## config.mk

```make
export PLATFORM = sky130hd
export DESIGN_NAME = ldir_entry
export DESIGN_NICKNAME = d
export VERILOG_FILES = /design/src/rtl/ldir_pkg.sv /design/src/rtl/ldir_popcount.sv /design/src/rtl/ldir_ack_ctr.sv /design/src/rtl/ldir_ptr_file.sv /design/src/rtl/ldir_entry.sv
export SDC_FILE = /design/constraint.sdc
export NUM_CORES = 1
export LEC_CHECK = 0
export CORE_MARGIN = 4
export CORE_UTILIZATION = 59
export CTS_CLUSTER_DIAMETER = 80
export CTS_CLUSTER_SIZE = 8
export DETAILED_ROUTE_END_ITERATION = 10
export HOLD_SLACK_MARGIN = 0.15
export PLACE_DENSITY = 0.84
export SETUP_SLACK_MARGIN = 0.05
export SLEW_MARGIN = 20
export SYNTH_ARGS = -nofsm -noshare
export SYNTH_HDL_FRONTEND = slang
export SYNTH_SLANG_ARGS = --single-unit
```

## constraint.sdc

```tcl
create_clock -name clk -period 9.55 [get_ports clk]
set_clock_uncertainty 0.05 [all_clocks]
set_input_delay 1.91 -clock clk [delete_from_list [all_inputs] [get_ports clk]]
set_output_delay 1.91 -clock clk [all_outputs]
set_load 0.02 [all_outputs]
```

## src/rtl/ldir_pkg.sv

```systemverilog
package ldir_pkg;
   typedef enum logic [2:0] {
      M_NORMAL  = 3'd0,
      M_XFER    = 3'd1,
      M_TRAPWR  = 3'd2,
      M_VECWAIT = 3'd3,
      M_ACKWAIT = 3'd4
   } meta_e;
endpackage

```

## src/rtl/ldir_popcount.sv

```systemverilog
module ldir_popcount #(
   parameter int W  = 8,
   parameter int OW = $clog2(W + 1)
) (
   input  logic [W-1:0]  bits_i,
   output logic [OW-1:0] count_o
);
   if (OW < $clog2(W + 1)) begin : g_bad_ow
      $error("ldir_popcount: OW too narrow");
   end

   always_comb begin
      count_o = '0;
      for (int i = 0; i < W; i++) count_o = count_o + OW'(bits_i[i]);
   end
endmodule

```

## src/rtl/ldir_ack_ctr.sv

```systemverilog
module ldir_ack_ctr #(
   parameter int AW = 5
) (
   input  logic          clk,
   input  logic          rst_n,
   input  logic          load_i,
   input  logic [AW-1:0] load_val_i,
   input  logic          dec_i,
   output logic [AW-1:0] cnt_o,
   output logic          last_o
);
   logic [AW-1:0] cnt_q;

   always_ff @(posedge clk) begin
      if (!rst_n)      cnt_q <= '0;
      else if (load_i) cnt_q <= load_val_i;
      else if (dec_i)  cnt_q <= cnt_q - AW'(1);
   end

   assign cnt_o  = cnt_q;
   assign last_o = (cnt_q == AW'(1));


   ack_underflow_chk: assert property (@(posedge clk) disable iff (!rst_n)
      (dec_i && !load_i) |-> (cnt_q != '0))
      else $error("ack counter decremented at zero");
endmodule

```

## src/rtl/ldir_ptr_file.sv

```systemverilog
module ldir_ptr_file #(
   parameter int NODES = 16,
   parameter int NPTR  = 5,
   localparam int NW   = $clog2(NODES),
   localparam int IW   = (NPTR > 1) ? $clog2(NPTR) : 1,
   localparam int CW   = $clog2(NPTR + 1)
) (
   input  logic             clk,
   input  logic             rst_n,
   input  logic [NW-1:0]    look_node_i,
   input  logic             alloc_en_i,
   input  logic             solo_en_i,
   input  logic             clr_en_i,
   output logic [NPTR*NW-1:0] ptr_flat_o,
   output logic             hit_o,
   output logic             full_o,
   output logic [NPTR-1:0]  other_mask_o,
   output logic [CW-1:0]    cnt_o
);
   logic [NW-1:0]   ptr_q [NPTR];
   logic [NPTR-1:0] vld_q;
   logic [NPTR-1:0] match;
   logic [IW-1:0]   free_idx;

   for (genvar g = 0; g < NPTR; g++) begin : g_slot
      assign match[g] = vld_q[g] && (ptr_q[g] == look_node_i);
      assign ptr_flat_o[g*NW +: NW] = ptr_q[g];
   end

   always_comb begin
      free_idx = '0;
      for (int i = NPTR - 1; i >= 0; i--) if (!vld_q[i]) free_idx = IW'(i);
   end

   assign hit_o        = |match;
   assign full_o       = &vld_q;
   assign other_mask_o = vld_q & ~match;

   ldir_popcount #(.W(NPTR), .OW(CW)) u_cnt (.bits_i(vld_q), .count_o(cnt_o));

   always_ff @(posedge clk) begin
      if (!rst_n) begin
         vld_q <= '0;
         for (int i = 0; i < NPTR; i++) ptr_q[i] <= '0;
      end else if (clr_en_i) begin
         vld_q <= '0;
      end else if (solo_en_i) begin
         vld_q    <= NPTR'(1);
         ptr_q[0] <= look_node_i;
      end else if (alloc_en_i) begin
         vld_q[free_idx] <= 1'b1;
         ptr_q[free_idx] <= look_node_i;
      end
   end


   alloc_room_chk: assert property (@(posedge clk) disable iff (!rst_n)
      alloc_en_i |-> (!full_o && !hit_o))
      else $error("pointer allocated while full or already present");

   dup_ptr_chk: assert property (@(posedge clk) disable iff (!rst_n)
      $onehot0(match))
      else $error("same node held in two pointers");
endmodule

```

## src/rtl/ldir_entry.sv

```systemverilog
module ldir_entry
   import ldir_pkg::*;
#(
   parameter int NODES = 16,
   parameter int NPTR  = 5,
   localparam int NW   = $clog2(NODES),
   localparam int CW   = $clog2(NPTR + 1)
) (
   input  logic              clk,
   input  logic              rst_n,
   input  logic              req_valid_i,
   input  logic              req_write_i,
   input  logic [NW-1:0]     req_node_i,
   input  logic              ack_i,
   input  logic              sw_vec_valid_i,
   input  logic [NODES-1:0]  sw_vec_i,
   input  logic              sw_done_i,
   output logic              rd_ack_o,
   output logic              nak_o,
   output logic              trap_valid_o,
   output logic              trap_write_o,
   output logic [NW-1:0]     trap_node_o,
   output logic              drain_valid_o,
   output logic [NW-1:0]     drain_node_o,
   output logic [NPTR-1:0]   inv_valid_o,
   output logic [NPTR*NW-1:0] inv_node_o,
   output logic              wperm_valid_o,
   output logic [NW-1:0]     wperm_node_o,
   output logic [2:0]        meta_o,
   output logic              rw_o,
   output logic [CW-1:0]     sharers_o
);
   localparam int IW = (NPTR > 1) ? $clog2(NPTR) : 1;
   localparam int AW = $clog2(NODES + 1);

   if (NODES < 2) begin : g_bad_nodes
      $error("ldir_entry: NODES must be at least 2");
   end
   if (NPTR < 1 || NPTR >= NODES) begin : g_bad_nptr
      $error("ldir_entry: NPTR must be in 1..NODES-1");
   end

   meta_e          meta_q;
   logic [IW-1:0]  didx_q;
   logic [NW-1:0]  writer_q;
   logic           rw_q;

   logic [NPTR*NW-1:0] ptr_flat;
   logic           hit, full;
   logic [NPTR-1:0] other_mask;
   logic [CW-1:0]  other_cnt, ptr_cnt;
   logic [NODES-1:0] wr_onehot;
   logic [AW-1:0]  vec_cnt, ack_cnt;
   logic           ack_last;

   logic is_rd, is_wr, vec_strobe, drain_last;
   logic alloc_en, solo_en, clr_en, ack_load, ack_dec;
   logic [AW-1:0] ack_load_val;
   logic [NW-1:0] look_node;

   assign is_rd      = req_valid_i && !req_write_i;
   assign is_wr      = req_valid_i &&  req_write_i;
   assign vec_strobe = (meta_q == M_VECWAIT) && sw_vec_valid_i;
   assign drain_last = (meta_q == M_XFER) && (didx_q == IW'(NPTR - 1));

   always_comb begin
      wr_onehot = '0;
      wr_onehot[writer_q] = 1'b1;
   end

   ldir_popcount #(.W(NPTR),  .OW(CW)) u_other (.bits_i(other_mask),           .count_o(other_cnt));
   ldir_popcount #(.W(NODES), .OW(AW)) u_vec   (.bits_i(sw_vec_i & ~wr_onehot), .count_o(vec_cnt));

   // grant events install the writer as the only pointer
   always_comb begin
      solo_en      = 1'b0;
      ack_load     = 1'b0;
      ack_load_val = '0;
      if (meta_q == M_NORMAL && is_wr) begin
         if (other_cnt == '0) solo_en = 1'b1;
         else begin
            ack_load     = 1'b1;
            ack_load_val = AW'(other_cnt);
         end
      end else if (vec_strobe) begin
         if (vec_cnt == '0) solo_en = 1'b1;
         else begin
            ack_load     = 1'b1;
            ack_load_val = vec_cnt;
         end
      end else if (meta_q == M_ACKWAIT && ack_i && ack_last) begin
         solo_en = 1'b1;
      end
   end

   assign ack_dec   = (meta_q == M_ACKWAIT) && ack_i;
   assign alloc_en  = (meta_q == M_NORMAL) && is_rd && !hit && !full;
   assign clr_en    = drain_last || ((meta_q == M_TRAPWR) && sw_done_i);
   assign look_node = (meta_q == M_NORMAL) ? req_node_i : writer_q;

   ldir_ptr_file #(.NODES(NODES), .NPTR(NPTR)) u_ptrs (
      .clk          (clk),
      .rst_n        (rst_n),
      .look_node_i  (look_node),
      .alloc_en_i   (alloc_en),
      .solo_en_i    (solo_en),
      .clr_en_i     (clr_en),
      .ptr_flat_o   (ptr_flat),
      .hit_o        (hit),
      .full_o       (full),
      .other_mask_o (other_mask),
      .cnt_o        (ptr_cnt)
   );

   ldir_ack_ctr #(.AW(AW)) u_ack (
      .clk        (clk),
      .rst_n      (rst_n),
      .load_i     (ack_load),
      .load_val_i (ack_load_val),
      .dec_i      (ack_dec),
      .cnt_o      (ack_cnt),
      .last_o     (ack_last)
   );

   always_ff @(posedge clk) begin
      if (!rst_n) begin
         meta_q        <= M_NORMAL;
         didx_q        <= '0;
         writer_q      <= '0;
         rw_q          <= 1'b0;
         rd_ack_o      <= 1'b0;
         nak_o         <= 1'b0;
         trap_valid_o  <= 1'b0;
         trap_write_o  <= 1'b0;
         trap_node_o   <= '0;
         drain_valid_o <= 1'b0;
         drain_node_o  <= '0;
         inv_valid_o   <= '0;
         inv_node_o    <= '0;
         wperm_valid_o <= 1'b0;
         wperm_node_o  <= '0;
      end else begin
         rd_ack_o      <= 1'b0;
         nak_o         <= 1'b0;
         trap_valid_o  <= 1'b0;
         trap_write_o  <= 1'b0;
         drain_valid_o <= 1'b0;
         inv_valid_o   <= '0;
         wperm_valid_o <= 1'b0;
         unique case (meta_q)
            M_NORMAL: begin
               if (is_rd) begin
                  rw_q <= 1'b0;
                  if (hit || !full) rd_ack_o <= 1'b1;
                  else begin
                     trap_valid_o <= 1'b1;
                     trap_node_o  <= req_node_i;
                     meta_q       <= M_XFER;
                     didx_q       <= '0;
                  end
               end else if (is_wr) begin
                  writer_q <= req_node_i;
                  if (other_cnt == '0) begin
                     wperm_valid_o <= 1'b1;
                     wperm_node_o  <= req_node_i;
                     rw_q          <= 1'b1;
                  end else begin
                     inv_valid_o <= other_mask;
                     inv_node_o  <= ptr_flat;
                     meta_q      <= M_ACKWAIT;
                  end
               end
            end
            M_XFER: begin
               nak_o         <= req_valid_i;
               drain_valid_o <= 1'b1;
               drain_node_o  <= ptr_flat[didx_q*NW +: NW];
               if (drain_last) meta_q <= M_TRAPWR;
               else            didx_q <= didx_q + IW'(1);
            end
            M_TRAPWR: begin
               if (sw_done_i) begin
                  nak_o  <= req_valid_i;
                  meta_q <= M_NORMAL;
               end else if (req_valid_i) begin
                  trap_valid_o <= 1'b1;
                  trap_write_o <= req_write_i;
                  trap_node_o  <= req_node_i;
                  if (req_write_i) begin
                     writer_q <= req_node_i;
                     meta_q   <= M_VECWAIT;
                  end
               end
            end
            M_VECWAIT: begin
               nak_o <= req_valid_i;
               if (sw_vec_valid_i) begin
                  if (vec_cnt == '0) begin
                     wperm_valid_o <= 1'b1;
                     wperm_node_o  <= writer_q;
                     rw_q          <= 1'b1;
                     meta_q        <= M_NORMAL;
                  end else meta_q <= M_ACKWAIT;
               end
            end
            M_ACKWAIT: begin
               nak_o <= req_valid_i;
               if (ack_i && ack_last) begin
                  wperm_valid_o <= 1'b1;
                  wperm_node_o  <= writer_q;
                  rw_q          <= 1'b1;
                  meta_q        <= M_NORMAL;
               end
            end
            default: meta_q <= M_NORMAL;
         endcase
      end
   end

   assign meta_o    = meta_q;
   assign rw_o      = rw_q;
   assign sharers_o = ptr_cnt;


   rd_normal_chk: assert property (@(posedge clk) disable iff (!rst_n)
      rd_ack_o |-> (meta_o == 3'd0))
      else $error("read reply outside normal mode");

   xfer_full_chk: assert property (@(posedge clk) disable iff (!rst_n)
      (meta_q == M_XFER) |-> (sharers_o == CW'(NPTR)))
      else $error("pointers lost during transfer");

   nak_excl_chk: assert property (@(posedge clk) disable iff (!rst_n)
      nak_o |-> !(rd_ack_o || trap_valid_o || wperm_valid_o))
      else $error("NAK together with a reply");

   ack_wait_cnt_chk: assert property (@(posedge clk) disable iff (!rst_n)
      (meta_q == M_ACKWAIT) |-> (ack_cnt != '0))
      else $error("waiting for acks with zero count");

   grant_rw_chk: assert property (@(posedge clk) disable iff (!rst_n)
      wperm_valid_o |-> (rw_o && meta_o == 3'd0 && sharers_o == CW'(1)))
      else $error("grant without read-write state");
endmodule

```

# Word level (Yosys, flattened, before mapping)
# Memory sizes are Yosys's and may differ from the RTL's.
# Index checks and enable logic that the tools add are counted.
# word_totals
mem_bits_ro	0
reg_bits	64
latchBits	0
elab_cells	236
n_memories	1
ramBits	20
# mem_list
name	depth	width	read_ports	rd_clocked_by_memory_dff	write_ports	line	rtl
u_ptrs.ptr_q	5	4	5	0	5	ldir_ptr_file.sv:20	logic [NW-1:0] ptr_q [NPTR];
# classes
eq_ne	30
order_cmp	4
shifts	1
n_mux	96
n_bitwise	13
add_sub_neg	25
n_mul	0
reduce_logical	48
div	0
# op_table
cell	n
4-bit 2-to-1 mux	18
5-bit by 1-bit adder with 5-bit output	14
3-bit 2-to-1 mux	21
1-bit 2-to-1 mux	41
5-bit 2-to-1 mux	5
4-bit equality test	5
2-bit != test, second input constant	10
20-bit by 6-bit variable part select with 4-bit output	1
1-bit logical AND	19
16-bit AND	1
16-bit inverter	1
4-bit case mux with 2 select lines	2
3-bit by 1-bit adder with 3-bit output	5
3-bit != test, second input constant	5
3-bit case mux with 5 select lines	1
4-bit case mux with 3 select lines	1
6-bit AND reduction	2
5-bit AND reduction	2
5-bit OR reduction	2
4-bit AND reduction	2
8-bit AND reduction	1
2-bit nonzero test	4
4-bit OR reduction	2
1-bit inverter	7
32 further kinds	45

# Depth between registers and ports, before layout
# depth
word_depth	31
mapped_depth	23

# Cells and area by module
# Synthesis repeated with hierarchy kept, for this count alone.
# unflattened
hier_cells	516
area_unflattened_um2	4760.8
# modules_own_cells
module	instances	cells_per_inst	area_per_inst_um2
ldir_entry	1	318	2666.3
ldir_ptr_file	1	113	1303.8
ldir_popcount (u_vec)	1	38	374.1
ldir_ack_ctr	1	31	274.0
ldir_popcount (u_other ...)	2	8	71.3

# Least setup slack after synthesis
# OpenSTA, ideal clock, no wires.
# synth_timing
path_type	in2reg
start	input sw_vec_i[0]
end	memory u_ptrs.ptr_q[0][0] (netlist bit), enable pin
slack_ns	2.833
setup_time_ns	0.308
arrival_ns	6.359
required_ns	9.192
cell_stages	18
cell_sequence	o31a_1 -> ha_1 -> inv_1 -> fa_1 -> fa_1 -> inv_1 -> fa_1 -> fa_1 -> inv_1 -> fa_1 -> inv_1 -> fa_1 -> nand3b_1 -> a21oi_1 -> o21ai_1 -> buf_2 -> a2bb2oi_2 -> nand2_1
# synth_lines
item	line	rtl
start, declared	ldir_entry.sv:16	input logic [NODES-1:0] sw_vec_i,
end, declared	ldir_ptr_file.sv:20	

==> reports/results.ini <==
[run_status]
status=completed

[power_and_ir_drop]
power_density_mw_per_mm2=219
total_power_w=0.00133
irDropWorstVdd_v=0.000133
leakagePower_nw=2.23

[placement]
placed_cells=727
pre_cts_slack_ns=1.88
dp_hpwl_mm=10.0
portBuffers=76
gp_congestion=0.964

[yosys]
synth_cell_types=68
synthMuxAreaShare=0.0585
synth-xor-area-share=0.0446
synth_compound_area_frac=0.157
synth_edf_count=20
synth_fa_ha_area_frac=0.0891
synth_top_family_by_area=simple AND/OR/NAND/NOR gates
synth_simple_gate_area_frac=0.225
ys_ff_latch=84
syn_avg_cell_area_sq_um=8.87
synth.yosys.warnings=0
ys_async_sr_fraction=0
synth_cells=576
yosysSeqAreaShare=0.368
synth_area_sq_mm=0.00511
synth_nets=631
synth-main-ff-cell=dfxtp_1

[layout]
layoutNonFillerInstCount=743
final_layout_size_suffix_gt1_frac=0.0737
area.growth.synth_to_final_pct=19.0
finalNetCount=688
diodes=0

[global_route]
grt.total_usage=0.275
grt-ovfl-total=0
antenna_found_initial=0
use_met3=0.0664
busiest_layer=met2
use_met1=0.379
grt_max_degree=43
grt_pass1_wl_mm=21.9
grt_pass1_vias=4369
grt_use_met2=0.431

[run]
maxCapViolations=0

[clock_tree]
root_buffer=clkbuf_8
cts_buffer_depth=2
cts_hold_buf=0
cts_sinks=84
insertion_delay_ns=0.38
cts.clk_slew.worst_paths_ns=0.10
cts_tree=done
cts_setup_buffers=0
cts-resized-gates=0
htree_levels=3
cts_buffers=9

[critical_path]
cp.buffers_inverters=6
worstPathRequired_ns=9.53
slowest_stage=fa_1
reg2reg_slack_ns=3.20
cp_data_arrival_time_ns=7.27
critPathMostFrequentCell=fa_1
critPathKind=in2reg
crit_chain=clkdlybuf4s50_1 -> o31a_1 -> ha_1 -> inv_1 -> fa_1 -> fa_1 -> inv_1 -> fa_1 -> fa_1 -> inv_1 -> fa_1 -> inv_1 -> fa_1 -> a211o_1 -> o21ai_0 -> nand3b_1 -> a21oi_1 -> o21ai_1 -> buf_4 -> nand4_4 -> o21ai_0
endpoint_kind=flip-flop
cpLargestDelayFamily=adder cells
cp_max_fo=18
critical-path-max-stage-delay_ns=0.55
startpoint_type=input pin

[sta]
period_share=0.764
fin_crit_ns=7.30
rsz0062_at_grt=false
post-route-worst-setup-slack_ns=2.25
final.setup.tns_ns=0
worst_pin_slew_ns=0.868
finalHoldViolCount=0
clock.fmax_ghz=0.137
slew_violations=0
relSlewSlack=0.407
setup_viol=0

[routing]
routedWlPerCell_um=18.2
routed_wl_mm=13.5
drt-initial-drc-count=410
drt_first_pass_iters=5
postRouteAntennaNets=0
avgViaCountPerCell=6.17
vias=4586
drc=0

[floorplanning]
core_sq_mm=0.00834
rows=33
initial_core_util=0.613
die_h_um=101
die-area_sq_mm=0.0102
die_w_um=101
io_pins=77

[min_path]
worstHoldPathType=reg2reg

==> state kept, by name, summed over array words and instances, names as in the netlist, 3 cells and up <==
signal,flops
inv_node_o,20
u_ptrs.ptr_q,20
inv_valid_o,5
u_ack.cnt_o,5
u_ptrs.vld_q,5
drain_node_o,4
trap_node_o,4
wperm_node_o,4
writer_q,4
didx_q,3
meta_o,3
==> metal layers <==
layer  vias to the layer above  wire length, um
li1                       2136                -
met1                      2153             5410
met2                       248             6340
met3                        49             1340
met4                         0              411
met5                         -                0
==> layout make-up <==
type	instances	area (sq um)
timing repair buffer	82	806
clock buffer	9	124
fill	640	2260
tap	105	131
inverter	34	128
clock inverter	7	76.3
sequential	84	1880
multi-input combinational	422	2930
==> worst reg2reg max path: stages, from the launching register on <==
cell      delay (ns)
dfxtp_1         0.60
nand2_1         0.23
o31a_1          0.29
ha_1            0.27
inv_1           0.05
fa_1            0.50
fa_1            0.54
inv_1           0.05
fa_1            0.50
fa_1            0.55
inv_1           0.06
fa_1            0.44
inv_1           0.09
fa_1            0.25
a211o_1         0.12
o21ai_0         0.08
nand3b_1        0.10
a21oi_1         0.07
o21ai_1         0.16
buf_4           0.24
nand4_4         0.26
o21ai_0         0.52
==> through the flow <==
step / instance area [sq um] / utilization / hold slack, ns
finish: 6080 / 0.729 / 0.410
global placement: 5880 / 0.705 / 0.393
detailed placement: 5880 / 0.705 / 0.397
floorplan: 5110 / - / 0.457
global route: 6080 / 0.729 / 0.428
CTS: 6080 / 0.729 / 0.410
==> where the power goes <==
part / internal [W] / switching, W / leakage [nW] / total (W)
Combinational: 0.000271 / 0.000335 / 1.40 / 0.000606
Sequential: 0.000408 / 0.0000644 / 0.726 / 0.000472
Clock: 0.000104 / 0.000152 / 0.103 / 0.000256
==> final timing paths <==
check / start / end / depth (start not counted)
max: sw_vec_i[0] / u_ptrs.ptr_q[4][3] / 21
max reg2reg: writer_q[0] / u_ptrs.ptr_q[4][3] / 21
min: inv_node_o[4] / inv_node_o[4] / 2
min reg2reg: inv_node_o[4] / inv_node_o[4] / 2
==> cell usage after synthesis (9+ instances only) <==
cell | count | area share
a21oi_1 | 37 | 0.036
clkbuf_1 | 25 | 0.018
dfxtp_1 | 64 | 0.25
edfxtp_1 | 20 | 0.12
fa_1 | 14 | 0.055
ha_1 | 14 | 0.034
inv_1 | 33 | 0.024
mux2i_1 | 13 | 0.025
nand2_1 | 76 | 0.056
nand2b_1 | 14 | 0.017
nand3_1 | 10 | 0.0098
nor2_1 | 61 | 0.045
nor3_1 | 17 | 0.017
o21ai_0 | 20 | 0.020
xnor2_1 | 17 | 0.029
xor2_1 | 9 | 0.015
==> cells in the final DEF (no fill, tap or decap), types with 5 or more instances in the layout <==
cell type	count
nand2_1	76
clkdlybuf4s50_1	76
dfxtp_1	64
nor2_1	61
a21oi_1	37
inv_1	33
edfxtp_1	20
o21ai_0	19
xnor2_1	17
nor3_1	17
nand2b_1	14
fa_1	14
ha_1	14
mux2i_1	13
nand3_1	10
xor2_1	9
clkbuf_8	9
a311oi_1	7
and3_1	7
nand4_1	6
and2_1	6
nor4_1	6
o21a_1	6
a31oi_1	6
buf_4	6
o211ai_1	5
nor3b_1	5
==> logic make-up after synthesis <==
group	Yosys count
AO/OA/AOI/OAI	117
adder cells (fa/ha/maj)	28
multiplexers	22
XOR/XNOR	26
buffers and inverters	70
flip-flops	84
AND/OR/NAND/NOR	229
Note: power is estimated with default switching activity, not from simulation.
